--- src/rtl/lcf_pkg.sv ---
package lcf_pkg;

   localparam int LF_W = 3;

   // Linefeed codes that affect the loop current
   localparam logic [LF_W-1:0] LF_FWD_ACTIVE = 3'd1;
   localparam logic [LF_W-1:0] LF_TIP_OPEN   = 3'd3;
   localparam logic [LF_W-1:0] LF_REV_ACTIVE = 3'd5;
   localparam logic [LF_W-1:0] LF_RING_OPEN  = 3'd7;

   function automatic logic is_open_state(input logic [LF_W-1:0] lf);
      return (lf == LF_TIP_OPEN) || (lf == LF_RING_OPEN);
   endfunction

   function automatic logic drop_branch_a(input logic cm, input logic [LF_W-1:0] lf);
      return cm && ((lf == LF_FWD_ACTIVE) || (lf == LF_TIP_OPEN));
   endfunction

   function automatic logic drop_branch_b(input logic cm, input logic [LF_W-1:0] lf);
      return cm && ((lf == LF_REV_ACTIVE) || (lf == LF_RING_OPEN));
   endfunction

endpackage

--- src/rtl/lcf_condition.sv ---
module lcf_condition
   import lcf_pkg::*;
#(
   parameter int IN_W  = 16,
   parameter int RAW_W = IN_W + 2
) (
   input  logic signed [IN_W-1:0]  cur_a,
   input  logic signed [IN_W-1:0]  cur_b,
   input  logic signed [IN_W-1:0]  cur_c,
   input  logic signed [IN_W-1:0]  cur_d,
   input  logic                    cm_high,
   input  logic [LF_W-1:0]         lf_state,
   output logic signed [RAW_W-1:0] raw
);

   localparam int NBR = 4;

   generate
      if (RAW_W < IN_W + 2) begin : g_bad_raw_w
         $error("lcf_condition: RAW_W must hold the sum of four inputs");
      end
   endgenerate

   logic signed [IN_W-1:0]  branch [NBR];
   logic                    keep   [NBR];
   logic signed [RAW_W-1:0] term   [NBR];
   logic signed [RAW_W-1:0] total;

   always_comb begin
      branch[0] = cur_a;
      branch[1] = cur_b;
      branch[2] = cur_c;
      branch[3] = cur_d;
      keep[0]   = !drop_branch_a(cm_high, lf_state);
      keep[1]   = !drop_branch_b(cm_high, lf_state);
      keep[2]   = 1'b1;
      keep[3]   = 1'b1;
   end

   genvar gi;
   generate
      for (gi = 0; gi < NBR; gi++) begin : g_term
         assign term[gi] = keep[gi] ? RAW_W'(branch[gi]) : '0;
      end
   endgenerate

   always_comb begin
      total = '0;
      for (int k = 0; k < NBR; k++) begin
         total = total + term[k];
      end
      raw = is_open_state(lf_state) ? total : (total >>> 1);
   end

endmodule

--- src/rtl/lcf_lowpass.sv ---
module lcf_lowpass #(
   parameter int IN_W   = 16,
   parameter int RAW_W  = IN_W + 2,
   parameter int COEF_W = 16,
   parameter int FRAC   = 14
) (
   input  logic                    clk,
   input  logic                    rst_n,
   input  logic                    en,
   input  logic signed [RAW_W-1:0] x_raw,
   input  logic [COEF_W-1:0]       coef,
   output logic signed [IN_W-1:0]  y
);

   localparam int DIFF_W = IN_W + 1;
   localparam int PROD_W = DIFF_W + COEF_W + 1;
   localparam logic [COEF_W-1:0] UNITY = COEF_W'(1) << FRAC;
   localparam logic signed [RAW_W-1:0]  RAW_MAX = RAW_W'((64'sd1 <<< (IN_W-1)) - 1);
   localparam logic signed [RAW_W-1:0]  RAW_MIN = -RAW_W'(64'sd1 <<< (IN_W-1));
   localparam logic signed [PROD_W-1:0] ACC_MAX = PROD_W'((64'sd1 <<< (IN_W-1)) - 1);
   localparam logic signed [PROD_W-1:0] ACC_MIN = -PROD_W'(64'sd1 <<< (IN_W-1));

   generate
      if (FRAC >= COEF_W) begin : g_bad_frac
         $error("lcf_lowpass: unity coefficient must fit in COEF_W");
      end
      if (IN_W < 4 || IN_W > 30) begin : g_bad_in_w
         $error("lcf_lowpass: IN_W out of supported range");
      end
      if (RAW_W <= IN_W) begin : g_bad_raw_w
         $error("lcf_lowpass: RAW_W must exceed IN_W");
      end
   endgenerate

   logic signed [IN_W-1:0]   x_sat;
   logic signed [DIFF_W-1:0] diff;
   logic signed [PROD_W-1:0] prod;
   logic signed [PROD_W-1:0] acc;
   logic signed [IN_W-1:0]   y_next;

   always_comb begin
      if (x_raw > RAW_MAX)      x_sat = IN_W'(RAW_MAX);
      else if (x_raw < RAW_MIN) x_sat = IN_W'(RAW_MIN);
      else                      x_sat = IN_W'(x_raw);
   end

   always_comb begin
      diff = DIFF_W'(x_sat) - DIFF_W'(y);
      prod = $signed({1'b0, coef}) * diff;
      acc  = PROD_W'(y) + (prod >>> FRAC);
      if (acc > ACC_MAX)      y_next = IN_W'(ACC_MAX);
      else if (acc < ACC_MIN) y_next = IN_W'(ACC_MIN);
      else                    y_next = IN_W'(acc);
   end

   always_ff @(posedge clk or negedge rst_n) begin
      if (!rst_n)  y <= '0;
      else if (en) y <= y_next;
   end


   zero_coef_hold_chk: assert property (@(posedge clk) disable iff (!rst_n)
      (en && coef == '0) |=> $stable(y));


   unity_pass_chk: assert property (@(posedge clk) disable iff (!rst_n)
      (en && coef == UNITY) |=> (y == $past(x_sat)));


   idle_filt_hold_chk: assert property (@(posedge clk) disable iff (!rst_n)
      !en |=> $stable(y));

endmodule

--- src/rtl/loop_current_filter.sv ---
module loop_current_filter
   import lcf_pkg::*;
#(
   parameter int IN_W   = 16,
   parameter int COEF_W = 16,
   parameter int FRAC   = 14,
   localparam int RAW_W = IN_W + 2
) (
   input  logic                    clk,
   input  logic                    rst_n,
   input  logic                    in_valid,
   input  logic signed [IN_W-1:0]  cur_a,
   input  logic signed [IN_W-1:0]  cur_b,
   input  logic signed [IN_W-1:0]  cur_c,
   input  logic signed [IN_W-1:0]  cur_d,
   input  logic                    cm_high,
   input  logic [LF_W-1:0]         lf_state,
   input  logic [COEF_W-1:0]       coef,
   output logic signed [RAW_W-1:0] loop_raw,
   output logic signed [IN_W-1:0]  loop_filt,
   output logic                    out_valid
);

   logic signed [RAW_W-1:0] raw_comb;

   lcf_condition #(
      .IN_W  (IN_W),
      .RAW_W (RAW_W)
   ) u_cond (
      .cur_a    (cur_a),
      .cur_b    (cur_b),
      .cur_c    (cur_c),
      .cur_d    (cur_d),
      .cm_high  (cm_high),
      .lf_state (lf_state),
      .raw      (raw_comb)
   );

   lcf_lowpass #(
      .IN_W   (IN_W),
      .RAW_W  (RAW_W),
      .COEF_W (COEF_W),
      .FRAC   (FRAC)
   ) u_lpf (
      .clk   (clk),
      .rst_n (rst_n),
      .en    (in_valid),
      .x_raw (raw_comb),
      .coef  (coef),
      .y     (loop_filt)
   );

   always_ff @(posedge clk or negedge rst_n) begin
      if (!rst_n) begin
         loop_raw  <= '0;
         out_valid <= 1'b0;
      end else begin
         out_valid <= in_valid;
         if (in_valid) loop_raw <= raw_comb;
      end
   end


   valid_delay_chk: assert property (@(posedge clk) disable iff (!rst_n)
      out_valid == $past(in_valid));


   idle_raw_hold_chk: assert property (@(posedge clk) disable iff (!rst_n)
      !in_valid |=> $stable(loop_raw));


   tip_open_mask_chk: assert property (@(posedge clk) disable iff (!rst_n)
      (in_valid && cm_high && lf_state == LF_TIP_OPEN) |=>
      (loop_raw == $past(RAW_W'(cur_b) + RAW_W'(cur_c) + RAW_W'(cur_d))));


   ring_open_mask_chk: assert property (@(posedge clk) disable iff (!rst_n)
      (in_valid && cm_high && lf_state == LF_RING_OPEN) |=>
      (loop_raw == $past(RAW_W'(cur_a) + RAW_W'(cur_c) + RAW_W'(cur_d))));

endmodule

--- config.mk ---
export PLATFORM = sky130hd
export DESIGN_NAME = loop_current_filter
export DESIGN_NICKNAME = d
export VERILOG_FILES = /design/src/rtl/lcf_pkg.sv /design/src/rtl/lcf_condition.sv /design/src/rtl/lcf_lowpass.sv /design/src/rtl/loop_current_filter.sv
export SDC_FILE = /design/constraint.sdc
export NUM_CORES = 1
export LEC_CHECK = 0
export ABC_AREA = 1
export BUFFER_PORTS_ARGS = -buffer_cell sky130_fd_sc_hd__buf_2
export CAP_MARGIN = 20
export CORE_AREA = 4 4 206 158
export CTS_CLUSTER_DIAMETER = 120
export CTS_CLUSTER_SIZE = 14
export DETAILED_ROUTE_END_ITERATION = 8
export DIE_AREA = 0 0 210 162
export PLACE_DENSITY = 0.68
export SKIP_CTS_REPAIR_TIMING = 1
export SLEW_MARGIN = 20
export SYNTH_ARGS = -nofsm -noshare
export SYNTH_HDL_FRONTEND = slang
export SYNTH_SLANG_ARGS = --single-unit
--- constraint.sdc ---
create_clock -name clk -period 14.35 [get_ports clk]
set_input_delay 1.435 -clock clk [delete_from_list [all_inputs] [get_ports clk]]
set_output_delay 1.435 -clock clk [all_outputs]
set_load 0.005 [all_outputs]
# Word level (Yosys, flattened, before mapping)
# Index checks and enable logic that the tools add are counted.
[totals] register_bits=35 latch_bits=0 ram_bits=0 mem_bits_ro=0 out_inout_bits=35 mem_count=0
[classes] add_sub_neg=5 n_mul=1 n_div=0 magnitude_cmp=4 n_eq_ne=4 n_shift=0 mux=7 n_bitwise=0 n_reduce_logical=5
[op_table] cell="two-way mux 16 bit" count=4
[op_table] cell="adder 18 x 16 -> 18 bit" count=2
[op_table] cell="two-way mux 18 bit" count=2
[op_table] cell="greater-than comparator 34 x 16 -> 1 bit, second input constant" count=1
[op_table] cell="< comparator 34 x 16 -> 1 bit, second input constant" count=1
[op_table] cell="multiplier 17 x 17 -> 34 bit" count=1
[op_table] cell="adder 16 x 20 -> 21 bit" count=1
[op_table] cell="adder 18 bit" count=1
[op_table] cell="greater-than comparator 18 x 16 -> 1 bit, second input constant" count=1
[op_table] cell="< comparator 18 x 16 -> 1 bit, second input constant" count=1
[op_table] cell="two-way mux 17 bit" count=1
[op_table] cell="subtractor 16 x 16 -> 17 bit" count=1
[op_table] cell="== test 3 bit, second input constant" count=2
[op_table] cell="== test 3 x 1 -> 1 bit, second input constant" count=1
[op_table] cell="== test 3 x 2 -> 1 bit, second input constant" count=1
[op_table] cell="logical OR 1 bit" count=3
[op_table] cell="logical AND 1 bit" count=2

# Longest topological paths before layout
# Gate-level depths: netlist of the first run.
[logic_depth] depth_word=17 ltp_mapped=75 depth_no_buf=73

# Modules after synthesis
# Synthesis of the first run repeated with hierarchy kept, for this count alone.
[hier_totals] hier_cells=2143 hier_area_um2=15381.0
[by_module_without_submodules] module="lcf_lowpass" n_inst=1 cells_each=1691 area_each_um2=12391.9 seq_area_each_um2=400.4
[by_module_without_submodules] module="lcf_condition" n_inst=1 cells_each=375 area_each_um2=2253.4 seq_area_each_um2=0.0
[by_module_without_submodules] module="loop_current_filter" n_inst=1 cells_each=77 area_each_um2=735.7 seq_area_each_um2=475.5

# Worst setup path before layout of the first run
# OpenSTA, ideal clock, no wires.
[synth_path] path_type="input to register" startpoint="input port lf_state[2]" endpoint="register u_lpf.y[0]" setup_ns=0.117 t_arrival_ns=12.079 required_ns=14.233 setup_slack_ns=2.154 cell_stages=63 n_path_buf=3 path_cell_list="nand3_1 > clkbuf_1 > nand2_1 > fa_1 > fa_1 > inv_1 > ha_1 > a21oi_1 > a21boi_1 > nor2_1 > a211oi_1 > nand3_1 > nand2_1 > inv_1 > nand2_2 > nand2_1 > inv_1 > ha_1 > [27 not listed] > o21ai_0 > a31oi_1 > nand2_1 > xor2_1 > inv_1 > ha_1 > nand2_1 > nor4_1 > nand2_1 > nand2_1 > nand2_1 > nand2_1 > nand3b_1 > o21ai_4 > buf_6 > nand2_1 > nand2_1 > nand2_1"
[synth_between] elab_chain_cells=17
[synth_lines] item="from (decl)" line_no="loop_current_filter.sv:17" text="input logic [LF_W-1:0] lf_state,"
[synth_lines] item="== test 3 x 1 -> 1 bit, or another cell as far along" line_no="lcf_pkg.sv:16" text="return cm && ((lf == LF_FWD_ACTIVE) || (lf == LF_TIP_OPEN));"
[synth_lines] item="logical OR 1 bit, on equally long branches" line_no="lcf_pkg.sv:16, lcf_pkg.sv:20"
[synth_lines] item="logical AND 1 bit, on equally long branches" line_no="lcf_pkg.sv:16, lcf_pkg.sv:20"
[synth_lines] item="two-way mux 18 bit" line_no="lcf_condition.sv:43" text="assign term[gi] = keep[gi] ? RAW_W'(branch[gi]) : '0;"
[synth_lines] item="adder 18 bit" line_no="lcf_condition.sv:50" text="total = total + term[k];"
[synth_lines] item="adder 18 x 16 -> 18 bit (2 in a row)" line_no="lcf_condition.sv:50"
[synth_lines] item="two-way mux 17 bit" line_no="lcf_condition.sv:52" text="raw = is_open_state(lf_state) ? total : (total >>> 1);"
[synth_lines] item="< comparator 18 x 16 -> 1 bit" line_no="lcf_lowpass.sv:43" text="else if (x_raw < RAW_MIN) x_sat = IN_W'(RAW_MIN);"
[synth_lines] item="two-way mux 16 bit" line_no="lcf_lowpass.sv:43"
[synth_lines] item="two-way mux 16 bit *" line_no="lcf_lowpass.sv:42" text="if (x_raw > RAW_MAX) x_sat = IN_W'(RAW_MAX);"
[synth_lines] item="subtractor 16 x 16 -> 17 bit *" line_no="lcf_lowpass.sv:48" text="diff = DIFF_W'(x_sat) - DIFF_W'(y);"
[synth_lines] item="multiplier 17 x 17 -> 34 bit *" line_no="lcf_lowpass.sv:49" text="prod = $signed({1'b0, coef}) * diff;"
[synth_lines] item="adder 16 x 20 -> 21 bit *" line_no="lcf_lowpass.sv:50" text="acc = PROD_W'(y) + (prod >>> FRAC);"
[synth_lines] item="< comparator 34 x 16 -> 1 bit" line_no="lcf_lowpass.sv:52" text="else if (acc < ACC_MIN) y_next = IN_W'(ACC_MIN);"
[synth_lines] item="two-way mux 16 bit" line_no="lcf_lowpass.sv:52"
[synth_lines] item="two-way mux 16 bit *" line_no="lcf_lowpass.sv:51" text="if (acc > ACC_MAX) y_next = IN_W'(ACC_MAX);"
[synth_lines] item="to (signal assigned)" line_no="lcf_lowpass.sv:58" text="else if (en) y <= y_next;"
[synth_lines] item="to (decl)" line_no="lcf_lowpass.sv:12" text="output logic signed [IN_W-1:0] y"
# Mark *: on every way between the ends. The rest lies on a longest branch, timed or not.
# A chain may end at the register's enable or synchronous reset.

# Final worst setup path of the first run
[layout_path] startpoint="input port lf_state[0]" endpoint="register u_lpf.y[8]"
# The elaborated chain is that of the path after synthesis.

==> impl_metrics.env, run 1 <==
export IMPL_synth_top_cell_area_share_pct=32.3
export IMPL_start_util_pct=49.1
export IMPL_ys_ff_latch=35
export IMPL_clkTransAtPathRegs_ps=60
export IMPL_crit_top_cell="nand2_1"
export IMPL_hold_violations=0
export IMPL_slowest_delay_ps=560
export IMPL_hp_class="reg -> reg"
export IMPL_dpl_hpwl_mm=37.0
export IMPL_grtUsageMet2_pct=37.6
export IMPL_root_buffer="clkbuf_16"
export IMPL_maxCapViolCount=0
export IMPL_worst_ep_arrival_time_ps=13710
export IMPL_fin_hold_ws_ps=479
export IMPL_grt_pass1_vias=13200
export IMPL_cpMaxStageDelayCell="fa_1"
export IMPL_synth_area_per_cell_um2=7.10
export IMPL_critical_path_class="in -> reg"
export IMPL_diodes=0
export IMPL_clk_latency_ps=280
export IMPL_max_freq_mhz=73.8
export IMPL_fin_area_mm2=0.0163
export IMPL_final_cell_count_no_fill=2635
export IMPL_cp_max_fo=16
export IMPL_placedInstanceArea_mm2=0.0161
export IMPL_pin_count=122
export IMPL_hold_start="loop_raw[10]"
export IMPL_first_pass_iters=5
export IMPL_min_delay_path_depth=2
export IMPL_top_usage_layer="met1"
export IMPL_synth_area_top_cells="fa_1 (32%), nand2_1 (15%), ha_1 (15%)"
export IMPL_num_nets_final=2735
export IMPL_reg2reg_to="u_lpf.y[8]"
export IMPL_startpoint_type="input pin"
export IMPL_max_slew_margin_pct=33.8
export IMPL_required_ps=14510
export IMPL_cts_tree="yes"
export IMPL_final_common_cell="nand2_1"
export IMPL_clockBufferDepth=2
export IMPL_ctsHtreeMaxLevel=2
export IMPL_antenna_found_initial=0
export IMPL_rrSetupSlack_ps=4770
export IMPL_fin_crit_ps=13550
export IMPL_finalSetupViolCount=0
export IMPL_fin_crit_sh_pct=94.4
export IMPL_drt_iter0_markers=1088
export IMPL_die_h_um=162
export IMPL_grt_use_total_pct=25.4
export IMPL_rsz0062_at_grt="no"
export IMPL_cts_buffers=5
export IMPL_wire_per_inst_um=16.4
export IMPL_gp_congestion=0.978
export IMPL_row_count=56
export IMPL_slew_violations=0
export IMPL_synth_area_leader_cell="fa_1"
export IMPL_gr_total_overflow=0
export IMPL_dp_cells=2619
export IMPL_wirelength_mm=43.2
export IMPL_cts_sinks=35
export IMPL_gr_usage_met1_pct=39.0
export IMPL_cp_top_family="adder cells"
export IMPL_core_area_mm2=0.0307
export IMPL_syn2layout_area_growth_pct=8.40
export IMPL_fp_dieArea_mm2=0.0340
export IMPL_grt_use_met3_pct=6.53
export IMPL_grt_pass1_wl_mm=69.9
export IMPL_syn_area_mm2=0.0151
export IMPL_drc=0
export IMPL_fp_dieW_um=210
export IMPL_reg2reg_depth=43
export IMPL_io_buffers=121
export IMPL_worstPathBufferInverterCount=16
export IMPL_via_per_inst=5.11
export IMPL_postRouteAntennaNets=0
export IMPL_ys_seq_area_share_pct=5.81
export IMPL_outcome="finished clean"
export IMPL_synthesis_nets=2631
export IMPL_max_slew_worst_pin_slew_ps=992
export IMPL_vias=13500
export IMPL_whs_endpoint="loop_raw[10]"
export IMPL_fin_util_pct=53.3
export IMPL_postSynthCellCount=2124
export IMPL_grt_max_degree=39
export IMPL_r2r_start="u_lpf.y[6]"
export IMPL_final_cell_mix="nand2_1 (597), inv_1 (511), fa_1 (243), nor2_1 (178), ha_1 (177)"
export IMPL_fin_skew_ps=4.58
export IMPL_endpoint_kind="register"
export IMPL_yosys_warnings=0
export IMPL_drive_gt1_share_pct=8.75
export IMPL_synth_distinct_cells=50
[per-layer routing]
layer	share of wire, %	vias to the layer above
met4	0.90	0
met5	0	-
met2	42	539
met3	10	34
li1	-	6529
met1	47	6370
[sequential cells by signal, indices dropped and copies added (netlist names)]
name,cells
loop_raw,18
u_lpf.y,16
out_valid,1
[synth_stat cells, drive strengths merged]
| library cell | instances |
|---|---|
| nand2 | 605 |
| inv | 517 |
| fa | 243 |
| nor2 | 180 |
| ha | 177 |
| a21oi | 81 |
| nand3 | 64 |
| o21ai | 54 |
| dfrtp | 35 |
| clkbuf | 28 |
| xor2 | 27 |
| nor3 | 17 |
| or2 | 16 |
| xnor2 | 13 |
| buf | 12 |
| a21o | 9 |
| a31oi | 8 |
| nand4 | 6 |
| a21boi | 5 |
| nand3b | 4 |
| nor4 | 4 |
| o21bai | 4 |
| clkinv | 3 |
| a211oi | 2 |
| o21a | 2 |
| a2111oi | 1 |
| a221oi | 1 |
| a22oi | 1 |
| a311oi | 1 |
| and3 | 1 |
| o2111ai | 1 |
| o211ai | 1 |
| o31ai | 1 |
[metrics by stage]
stage / TNS [ps] / setup slack, ps
global placement: 0 / 76.3
CTS: 0 / 170
global route: 0 / 9.14
floorplan: 0 / 2150
detailed placement: -779 / -76.9
finish: 0 / 799
[final cells by class]
cell class              count  area (µm²)
clock buffers               5         125
well taps                 406         508
clock inverters             3        43.8
repair buffers            136         731
fillers                  3090       14300
inverters                 520        1960
multi-input cells        1529       12100
flip-flops and latches     35         876
repair inverters            1        5.00
[kinds of logic after synthesis]
family          after synthesis  share of synthesized area, %
xor+xnor                     40                          2.47
flops                        35                          5.81
compound gates              172                          6.66
buf+inv                     560                          14.2
simple gates                897                          23.9
fa+ha+maj                   420                          47.0
[worst min-delay path: cells and delay by family (launching register included)]
kind          cells  cell delay [ps]
simple gates      2              110
flops             1              340
[worst max-delay path by stage]
stage | endpoint | from | cells after the start | slack [ps]
global placement | u_lpf.y[0] | lf_state[2] | 67 | 80
detailed placement | u_lpf.y[1] | lf_state[2] | 67 | -80
global route | u_lpf.y[5] | lf_state[0] | 67 | 9
floorplan | u_lpf.y[0] | lf_state[2] | 63 | 2150
CTS | u_lpf.y[1] | lf_state[2] | 67 | 170
finish | u_lpf.y[8] | lf_state[0] | 67 | 800
Power of run 1 is not shown: default switching activity piles up to over one toggle a cycle in this logic, so the estimate is an artifact.
==> inputs of run 2 (changes only) <==
CORE_AREA = 4 4 208 159   (was 4 4 206 158)
DIE_AREA = 0 0 212 163   (was 0 0 210 162)
SYNTH_HIERARCHICAL = 1   (was not set)
==> impl_metrics.env, run 2 <==
export IMPL_reg2reg_depth=44
export IMPL_root_buffer="clkbuf_16"
export IMPL_final_common_cell="inv_1"
export IMPL_clk_latency_ps=280
export IMPL_synthAdderAreaFrac_pct=46.2
export IMPL_postRouteAntennaNets=0
export IMPL_required_ps=14550
export IMPL_synth_edf_count=0
export IMPL_rrSetupSlack_ps=5090
export IMPL_io_buffers=121
export IMPL_min_delay_path_depth=2
export IMPL_synth_area_per_cell_um2=7.18
export IMPL_reg2reg_to="u_lpf/y[8]"
export IMPL_core_area_mm2=0.0310
export IMPL_synth_most_common_cell="inv_1"
export IMPL_diodes=0
export IMPL_gp_congestion=0.971
export IMPL_syn2layout_area_growth_pct=8.09
export IMPL_cts_sinks=35
export IMPL_clockBufferDepth=2
export IMPL_critical_path_class="in -> reg"
export IMPL_slew_violations=0
export IMPL_gr_total_overflow=0
export IMPL_finalSetupViolCount=0
export IMPL_wire_per_inst_um=16.7
export IMPL_cp_max_fo=16
export IMPL_largest_reg_flops=18
export IMPL_final_cell_count_no_fill=2653
export IMPL_synth_mux_area_share_pct=0
export IMPL_vias=14000
export IMPL_cts_tree="yes"
export IMPL_first_pass_iters=6
export IMPL_row_count=56
export IMPL_wirelength_mm=44.2
export IMPL_synthesis_nets=2652
export IMPL_endpoint_kind="register"
export IMPL_synth_area_leader_cell="fa_1"
export IMPL_antenna_found_initial=0
export IMPL_finalWorstSetupSlack_ps=845
export IMPL_postSynthCellCount=2143
export IMPL_grt_pass1_vias=13800
export IMPL_async_flop_share_pct=100
export IMPL_fin_crit_sh_pct=94.1
export IMPL_hold_start="loop_raw[3]"
export IMPL_ys_seq_area_share_pct=5.69
export IMPL_syn_area_mm2=0.0154
export IMPL_whs_endpoint="loop_raw[3]"
export IMPL_dp_cells=2640
export IMPL_synth_distinct_cells=49
export IMPL_hold_violations=0
export IMPL_drc=0
export IMPL_startpoint="lf_state[0]"
export IMPL_synth_top_family_by_area="adder cells"
export IMPL_rsz0062_at_grt="no"
export IMPL_fin_crit_ps=13500
export IMPL_place_ws_ps=-220
export IMPL_yosys_warnings=6
export IMPL_synth_common_cells="inv_1 (498), nand2_1 (486), fa_1 (243)"
export IMPL_slowest_delay_ps=540
export IMPL_fin_skew_ps=6.57
export IMPL_grt_pass1_wl_mm=71.6
export IMPL_crit_top_cell="nand2_1"
export IMPL_cpMaxStageDelayCell="fa_1"
export IMPL_fp_dieW_um=212
export IMPL_cts_buffers=5
export IMPL_ctsHtreeMaxLevel=2
export IMPL_ys_flop_type="dfrtp_1"
export IMPL_ys_ff_latch=35
export IMPL_maxCapViolCount=0
export IMPL_max_slew_margin_pct=46.1
export IMPL_max_freq_mhz=74.0
export IMPL_hp_class="reg -> reg"
export IMPL_yosys_area_share_xor_xnor_pct=2.16
export IMPL_die_h_um=163
export IMPL_synth_area_top_cells="fa_1 (32%), ha_1 (15%), inv_1 (12%)"
export IMPL_max_slew_worst_pin_slew_ps=809
export IMPL_synth_top_cell_area_share_pct=31.6
export IMPL_worst_ep_arrival_time_ps=13710
export IMPL_dpl_hpwl_mm=38.4
export IMPL_pin_count=122
export IMPL_startpoint_type="input pin"
export IMPL_grt_use_total_pct=25.8
export IMPL_num_nets_final=2755
export IMPL_r2r_start="u_lpf/y[0]"
export IMPL_fp_dieArea_mm2=0.0346
export IMPL_drive_gt1_share_pct=11.0
export IMPL_synth_compound_area_share_pct=6.61
export IMPL_clkTransAtPathRegs_ps=60
export IMPL_top_register="loop_raw"
export IMPL_top_regs="loop_raw x18, u_lpf/y x16, out_valid x1"
export IMPL_synthSimpleGateAreaFrac_pct=25.4
export IMPL_grt_max_degree=37
export IMPL_outcome="finished clean"
export IMPL_final_cell_mix="inv_1 (495), nand2_1 (486), fa_1 (243), nor2_1 (208), ha_1 (179)"
export IMPL_start_util_pct=49.6
export IMPL_via_per_inst=5.27
export IMPL_drt_iter0_markers=1251
[run 2: cell count changes after synthesis, sizes merged, moves of 5 or more]
cell | before | now
nand2 | 605 | 522
nor2 | 180 | 214
or2 | 16 | 24
a21oi | 81 | 103
o21ai | 54 | 44
nand3 | 64 | 121
inv | 517 | 508
xor2 | 27 | 22
a21o | 9 | 3
[run 2: routing by layer]
layer / routed length (µm) / track usage, % / up-vias / share of wire (%)
li1: - / - / 6662 / -
met3: 4380 / 5.70 / 46 / 9.9
met5: 0 / 0 / - / 0
met4: 529 / 3.24 / 0 / 1.2
met2: 18900 / 39.1 / 573 / 43
met1: 20500 / 39.0 / 6688 / 46
[run 2: cell families after synthesis]
group                    count (synthesis)
AO/OA/AOI/OAI                          174
flip-flops                              35
buffers and inverters                  554
XOR/XNOR                                38
AND/OR/NAND/NOR                        920
adder cells (fa/ha/maj)                422
[run 2: worst max path at each step]
stage	end	slack, ps	depth (start not counted)
after global placement	u_lpf/y[9]	-60	65
after global routing	u_lpf/y[9]	3	66
after floorplan	u_lpf/y[12]	1690	67
after CTS	u_lpf/y[10]	50	65
after detailed placement	u_lpf/y[10]	-220	65
final	u_lpf/y[8]	850	64
[run 2: cell type report]
type	count	area, µm²
clock buffers	5	125
clock inverters	3	43.8
fillers	3035	14400
inverters	512	1940
multi-input cells	1554	12400
flip-flops and latches	35	876
well taps	406	508
repair buffers	138	758
[run 2: worst max-delay path: cells and delay by family]
family | cells | cell delay [ps]
AOI/OAI and AO/OA | 6 | 1160
buffers and inverters | 15 | 1410
adders and majority gates | 15 | 5850
xor gates and xnor gates | 1 | 240
and+or+nand+nor | 27 | 3550
[run 2: per-stage QoR]
step / util, % / cell area (µm²) / hold WS, ps / setup TNS [ps]
4_1_cts: 53.3 / 16500 / 475 / 0
3_5_place_dp: 52.7 / 16400 / 460 / -2660
2_1_floorplan: - / 15400 / 464 / 0
6_report: 53.6 / 16600 / 472 / 0
3_3_place_gp: 52.7 / 16400 / 451 / -486
5_1_grt: 53.6 / 16600 / 496 / 0
Power of run 2 is left out for the same reason.
==> inputs of run 3 (changes only) <==
CTS_BUF_LIST = sky130_fd_sc_hd__clkbuf_16   (was not set)
GPL_TIMING_DRIVEN = 0   (was not set)
==> impl_metrics.env, run 3 (synthesized netlist as in run 2, its figures left out) <==
export IMPL_cp_max_fo=10
export IMPL_drive_gt1_share_pct=11.9
export IMPL_cpMaxStageDelayCell="fa_1"
export IMPL_top_register="loop_raw"
export IMPL_num_nets_final=2783
export IMPL_outcome="finished clean"
export IMPL_slew_violations=0
export IMPL_wire_per_inst_um=16.4
export IMPL_io_buffers=118
export IMPL_fin_crit_sh_pct=95.1
export IMPL_gp_congestion=0.955
export IMPL_clk_latency_ps=280
export IMPL_fin_skew_ps=4.61
export IMPL_first_pass_iters=6
export IMPL_final_common_cell="inv_1"
export IMPL_start_util_pct=49.6
export IMPL_ctsHtreeMaxLevel=2
export IMPL_worst_ep_arrival_time_ps=13820
export IMPL_grt_pass1_vias=13800
export IMPL_dpl_hpwl_mm=38.7
export IMPL_required_ps=14520
export IMPL_endpoint_kind="register"
export IMPL_cts_tree="yes"
export IMPL_cts_buffers=5
export IMPL_final_cell_mix="inv_1 (495), nand2_1 (481), fa_1 (243), nor2_1 (206), ha_1 (179)"
export IMPL_fin_crit_ps=13650
export IMPL_max_freq_mhz=73.2
export IMPL_worstPathBufferInverterCount=12
export IMPL_drt_iter0_markers=929
export IMPL_wirelength_mm=44.0
export IMPL_clkTransAtPathRegs_ps=60
export IMPL_postRouteAntennaNets=0
export IMPL_max_slew_worst_pin_slew_ps=821
export IMPL_drc=0
export IMPL_cts_sinks=35
export IMPL_finalWorstSetupSlack_ps=696
export IMPL_slowest_delay_ps=570
export IMPL_max_slew_margin_pct=45.2
export IMPL_grt_pass1_wl_mm=71.0
export IMPL_startpoint_type="input pin"
export IMPL_fp_dieArea_mm2=0.0346
export IMPL_antenna_found_initial=1
export IMPL_syn2layout_area_growth_pct=9.21
export IMPL_fillers=3120
export IMPL_multi_input_area_mm2=0.0125
export IMPL_fp_dieW_um=212
export IMPL_vias=14000
export IMPL_clockBufferDepth=2
export IMPL_core_area_mm2=0.0310
export IMPL_pin_count=122
export IMPL_grt_use_total_pct=25.6
export IMPL_fin_util_pct=54.1
export IMPL_critical_path_class="in -> reg"
export IMPL_hp_class="reg -> reg"
export IMPL_cp_top_family="adder cells"
export IMPL_via_per_inst=5.21
export IMPL_place_ws_ps=-663
export IMPL_root_buffer="clkbuf_16"
export IMPL_grt_max_degree=36
export IMPL_row_count=56
export IMPL_finalSetupViolCount=0
export IMPL_hold_violations=0
export IMPL_die_h_um=163
export IMPL_maxCapViolCount=0
export IMPL_regArea_um2=876
export IMPL_crit_top_cell="nand2_1"
export IMPL_top_regs="loop_raw x18, u_lpf/y x16, out_valid x1"
export IMPL_largest_reg_flops=18
export IMPL_gr_total_overflow=0
[run 3: stage by stage]
step                      area, µm²  setup TNS (ps)  cells  hold slack (ps)
final                         16800               0   2682              466
after CTS                     16600           -5350   2675              471
after global routing          16800            -202   2681              484
after global placement        16500           -6480   2667              454
after floorplan               15400               0   2143              464
after detailed placement      16500           -9200   2667              456
[run 3: final timing paths]
kind	start	to	slack [ps]	depth (start not counted)
setup / recovery	lf_state[0]	u_lpf/y[14]	700	63
hold / removal	loop_raw[10]	loop_raw[10]	470	2
setup reg to reg	u_lpf/y[2]	u_lpf/y[14]	4910	46
hold reg to reg	loop_raw[10]	loop_raw[10]	470	2
max in group asynchronous	rst_n	loop_raw[1]	12580	1
min in group asynchronous	rst_n	u_lpf/y[10]	1240	1
[run 3: routing by layer]
metal	global-route usage [%]	share of wire (%)	vias up
met2	39.1	43	523
li1	-	-	6719
met3	4.97	8.5	75
met4	4.95	2.2	2
met5	0	0.027	-
met1	38.0	46	6655
[run 3: final cells by class]
cell class,instances,area share (%)
well taps,406,3.02
flip-flops and latches,35,5.21
clock buffers,5,0.745
plain buffers,42,1.47
clock inverters,3,0.119
multi-input cells,1554,74.1
repair buffers,124,3.78
inverters,512,11.5
diodes,1,0.0149
[run 3: tightest hold or removal path: stages (launching register included)]
cell and delay, ps:
dfrtp_1 340, nand2_1 50, nand2_1 50
Power of run 3 is left out for the same reason.
